===== config.mk =====
export PLATFORM = sky130hd
export DESIGN_NAME = node_seq_ctrl
export DESIGN_NICKNAME = d
export VERILOG_FILES = /design/src/rtl/node_seq_pkg.sv /design/src/rtl/node_seq_state.sv /design/src/rtl/node_seq_coef.sv /design/src/rtl/node_seq_outdec.sv /design/src/rtl/node_seq_ctrl.sv
export SDC_FILE = /design/constraint.sdc
export NUM_CORES = 1
export LEC_CHECK = 0
export BUFFER_PORTS_ARGS = -buffer_cell sky130_fd_sc_hd__buf_2
export CELL_PAD_IN_SITES_DETAIL_PLACEMENT = 1
export CELL_PAD_IN_SITES_GLOBAL_PLACEMENT = 2
export CORE_UTILIZATION = 24
export DETAILED_ROUTE_END_ITERATION = 10
export GPL_TIMING_DRIVEN = 0
export PLACE_DENSITY_LB_ADDON = 0.1
export SYNTH_ARGS = -nofsm -noshare
export SYNTH_HDL_FRONTEND = slang
export SYNTH_SLANG_ARGS = --single-unit

===== constraint.sdc =====
create_clock -name clk -period 3.6 [get_ports clk]
set_clock_uncertainty 0.05 [all_clocks]
set_input_delay 0.54 -clock clk [delete_from_list [all_inputs] [get_ports clk]]
set_output_delay 0.54 -clock clk [all_outputs]
set_load 0.01 [all_outputs]

===== src/rtl/node_seq_pkg.sv =====
package node_seq_pkg;
    typedef enum logic [1:0] {
        PH_IDLE  = 2'd0,
        PH_LOAD  = 2'd1,
        PH_CALC  = 2'd2,
        PH_DRAIN = 2'd3
    } phase_t;
endpackage


===== src/rtl/node_seq_state.sv =====
module node_seq_state
    import node_seq_pkg::*;
(
    input  logic   clk,
    input  logic   rst,
    input  logic   start_pulse,
    input  logic   load_done,
    input  logic   calc_done,
    input  logic   drain_done,
    output phase_t phase
);
    phase_t phase_nx;

    always_comb begin
        phase_nx = phase;
        unique case (phase)
            PH_IDLE:  if (start_pulse) phase_nx = PH_LOAD;
            PH_LOAD:  if (load_done)   phase_nx = PH_CALC;
            PH_CALC:  if (calc_done)   phase_nx = PH_DRAIN;
            PH_DRAIN: if (drain_done)  phase_nx = PH_LOAD;
            default:                   phase_nx = PH_IDLE;
        endcase
    end

    always_ff @(posedge clk) begin
        if (rst) phase <= PH_IDLE;
        else     phase <= phase_nx;
    end

    // reset always lands in idle
    a_r10_reset_idle: assert property (@(posedge clk) rst |=> phase == PH_IDLE);
    a_r3_load_to_calc: assert property (@(posedge clk) disable iff (rst)
        (phase == PH_LOAD && load_done) |=> phase == PH_CALC);
    a_r4_calc_to_drain: assert property (@(posedge clk) disable iff (rst)
        (phase == PH_CALC && calc_done) |=> phase == PH_DRAIN);
    a_r5_drain_to_load: assert property (@(posedge clk) disable iff (rst)
        (phase == PH_DRAIN && drain_done) |=> phase == PH_LOAD);
    a_r9_idle_hold: assert property (@(posedge clk) disable iff (rst)
        (phase == PH_IDLE && !start_pulse) |=> phase == PH_IDLE);
    a_r5_never_back_idle: assert property (@(posedge clk) disable iff (rst)
        (phase != PH_IDLE) |=> phase != PH_IDLE);
endmodule


===== src/rtl/node_seq_coef.sv =====
module node_seq_coef #(
    parameter int CONST_W = 32
) (
    input  logic               clk,
    input  logic               rst,
    input  logic               capture,
    input  logic [CONST_W-1:0] din,
    output logic [CONST_W-1:0] q
);
    always_ff @(posedge clk) begin
        if (rst)          q <= '0;
        else if (capture) q <= din;
    end
endmodule


===== src/rtl/node_seq_outdec.sv =====
module node_seq_outdec
    import node_seq_pkg::*;
(
    input  phase_t     phase,
    output logic       load_en,
    output logic       calc_en,
    output logic       drain_en,
    output logic [1:0] mem_sel
);
    always_comb begin
        load_en  = 1'b0;
        calc_en  = 1'b0;
        drain_en = 1'b0;
        unique case (phase)
            PH_IDLE:  ;
            PH_LOAD:  load_en  = 1'b1;
            PH_CALC:  calc_en  = 1'b1;
            PH_DRAIN: drain_en = 1'b1;
            default:  ;
        endcase
        mem_sel = phase;
    end

    // enables are mutually exclusive
    always_comb begin
        a_r6_one_enable: assert ($onehot0({load_en, calc_en, drain_en}));
    end
endmodule


===== src/rtl/node_seq_ctrl.sv =====
module node_seq_ctrl
    import node_seq_pkg::*;
#(
    parameter int CONST_W = 32
) (
    input  logic               clk,
    input  logic               rst,
    input  logic               start_pulse,
    input  logic [CONST_W-1:0] start_const,
    input  logic               load_done,
    input  logic               calc_done,
    input  logic               drain_done,
    output logic               load_en,
    output logic               calc_en,
    output logic               drain_en,
    output logic [1:0]         mem_sel,
    output logic [CONST_W-1:0] coef_out
);
    phase_t phase;
    logic   take_const;

    node_seq_state u_state (
        .clk         (clk),
        .rst         (rst),
        .start_pulse (start_pulse),
        .load_done   (load_done),
        .calc_done   (calc_done),
        .drain_done  (drain_done),
        .phase       (phase)
    );

    assign take_const = (phase == PH_IDLE) && start_pulse;

    node_seq_coef #(.CONST_W(CONST_W)) u_coef (
        .clk     (clk),
        .rst     (rst),
        .capture (take_const),
        .din     (start_const),
        .q       (coef_out)
    );

    node_seq_outdec u_dec (
        .phase    (phase),
        .load_en  (load_en),
        .calc_en  (calc_en),
        .drain_en (drain_en),
        .mem_sel  (mem_sel)
    );

    a_r2_const_taken: assert property (@(posedge clk) disable iff (rst)
        (mem_sel == 2'd0 && start_pulse) |=> (coef_out == $past(start_const) && mem_sel == 2'd1));
    a_r8_const_stable: assert property (@(posedge clk) disable iff (rst)
        (mem_sel != 2'd0) |=> $stable(coef_out));
    a_r1_reset_clears: assert property (@(posedge clk)
        rst |=> (coef_out == '0 && !load_en && !calc_en && !drain_en));
    a_r6_sel_matches_enable: assert property (@(posedge clk) disable iff (rst)
        (load_en == (mem_sel == 2'd1)) && (calc_en == (mem_sel == 2'd2)) && (drain_en == (mem_sel == 2'd3)));
endmodule


==> impl_metrics.tcl <==
set metrics [dict create \
    tightest_slew_ns 0.463 \
    areaGrowthSynthToFinish_pct 40.4 \
    htree_num_levels 2 \
    status "completed" \
    synth-seq-area-share 0.514 \
    grt_first_pass_wirelength_mm 5.91 \
    cp_slowest_cell "dfxtp_1" \
    postCtsSetupRepairBufs 0 \
    layout_commonest_cell "buf_2" \
    worstHoldPathCells 2 \
    die-area_mm2 0.00582 \
    netlist_area_mm2 0.00133 \
    crit_path_end_kind "output port" \
    synth.avg_cell_area_um2 8.23 \
    crit_chain "inv_1 -> ha_1 -> buf_2" \
    cp.depth 3 \
    power.leakage_nw 0.898 \
    first_pass_iters 3 \
    dp_slack_ns 1.86 \
    start_kind "flip-flop" \
    rsz0062_at_grt "false" \
    yosys_warnings 0 \
    slew_headroom 0.692 \
    synthCells 161 \
    r2r_cells 5 \
    crit_type "reg -> out" \
    core_mm2 0.00520 \
    setup_violations 0 \
    critPathMaxFanout 5 \
    min_period_ns 1.78 \
    clk_pin_slew_worst_paths_ns 0.06 \
    cts_resized 0 \
    die_y_um 76.3 \
    initial_core_util 0.255 \
    holdCritPathClass "reg -> reg" \
    post_drt_wl_per_cell_um 11.2 \
    cts.path.max_buffers 2 \
    antenna_left 0 \
    hold_viol_final 0 \
    grt-ovfl-total 0 \
    hpwl_mm 2.56 \
    hold_buffers 0 \
    n_antenna_cell 0 \
    slew_violations 0 \
    power.total_w 0.00123 \
    vias_per_cell 4.14 \
    cp_slowest_stage_delay_ns 0.41 \
    p_per_area_mw_per_mm2 660 \
    port_buffers 73 \
    setup_tns_ns 0 \
    numCtsBuffers 5 \
    path_delay_family "flip-flops" \
    fillers 673 \
    totalWireLength_mm 3.48 \
    drc 0 \
    synth-seq-cells 34 \
    maxCapViolCount 0 \
    drtIter0Drc 27 \
    routabilityCongestion 0.630 \
    fin_nets 284 \
    crit_buf_inv 2 \
    peakVddDrop_mv 0.265 \
    syn_nets 204 \
    grt_max_degree 11 \
    clock_latency_ns 0.28 \
    cp.arrival_ns 1.19 \
    cts_tree "done" \
    fin_ws_ns 1.82 \
    die_x_um 76.3 \
    drive_gt1_frac 0.363 \
    grt_antenna_before_repair 0 \
    io_pins 75 \
    clock-root-buffer "clkbuf_8" \
    grt_use_total 0.128 \
    final_cell_mix "74 x buf_2, 65 x nand2_1, 34 x dfxtp_1, 32 x a21oi_1, 6 x clkbuf_8" \
    grt_pass1_vias 1312 \
    cts.sinks 34 \
    critPathRequiredTime_ns 3.01 \
    fp-row-count 26 \
    synth.distinct_cells 17 \
    vias 1284 \
    timing.fmax_ghz 0.563 \
    timing.final.crit_share 0.494 \
]
synthesized netlist by cell type:
cell,n,area share
nand2_1,65,0.18
dfxtp_1,34,0.51
a21oi_1,32,0.12
clkbuf_1,5,0.014
ha_1,5,0.047
buf_4,3,0.017
inv_1,3,0.0085
buf_1,2,0.0057
nand2b_1,2,0.0094
nor2_1,2,0.0057
nor2b_4,2,0.021
a2111oi_4,1,0.021
and2_1,1,0.0047
buf_2,1,0.0038
mux2_4,1,0.011
mux2i_1,1,0.0076
nor2b_1,1,0.0047
flip-flops by register name, indices dropped and copies added, names as in the netlist:
register	cells
u_coef.q	32
u_state.phase	2
metrics by stage:
| stage | instances | util | hold WS [ns] | instance area (µm²) |
|---|---|---|---|---|
| after floorplan | 161 | - | 0.431 | 1330 |
| after global placement | 304 | 0.342 | 0.390 | 1780 |
| after detailed placement | 304 | 0.342 | 0.394 | 1780 |
| after CTS | 310 | 0.357 | 0.403 | 1860 |
| after global routing | 310 | 0.357 | 0.421 | 1860 |
| final | 310 | 0.357 | 0.402 | 1860 |
tightest hold or removal path: stages (launching register included):
cell and delay, ns:
dfxtp_1 0.31, nand2_1 0.05, a21oi_1 0.05
worst paths after layout:
kind / startpoint / slack [ns] / end
setup / recovery: u_state.phase[0] / 1.82 / calc_en
hold / removal: u_coef.q[8] / 0.40 / u_coef.q[8]
setup reg to reg: u_state.phase[0] / 1.86 / u_state.phase[0]
hold reg to reg: u_coef.q[8] / 0.40 / u_coef.q[8]
layer usage:
layer / GRT usage / vias up / share of wire
met5: 0 / - / 0
met4: 0.0519 / 0 / 0.014
met3: 0.0467 / 7 / 0.070
met2: 0.208 / 43 / 0.46
met1: 0.151 / 570 / 0.46
li1: - / 664 / -
area by class of cell:
cell class                 instances  area (µm²)  share of cell area
buffer                            11        53.8              0.0289
clock buffer                       6        82.6              0.0444
tap                               70        87.6              0.0471
inverter                           3        11.3             0.00605
timing repair buffer              73         365               0.196
multi-input combinational        113         579               0.311
sequential                        34         681               0.366
kinds of logic after synthesis:
family,synth area share
compound gates,0.142
fa+ha+maj,0.0472
buf+inv,0.0491
flops,0.514
mux,0.0189
simple gates,0.229
where the power goes:
part / internal, W / leakage [nW] / total [W] / switching [W]
Sequential: 0.000448 / 0.279 / 0.000488 / 0.0000403
Clock: 0.000147 / 0.0431 / 0.000273 / 0.000126
Combinational: 0.000201 / 0.576 / 0.000466 / 0.000265
Total: 0.000796 / 0.898 / 0.00123 / 0.000431
Note: power is estimated with default switching activity, not from simulation.
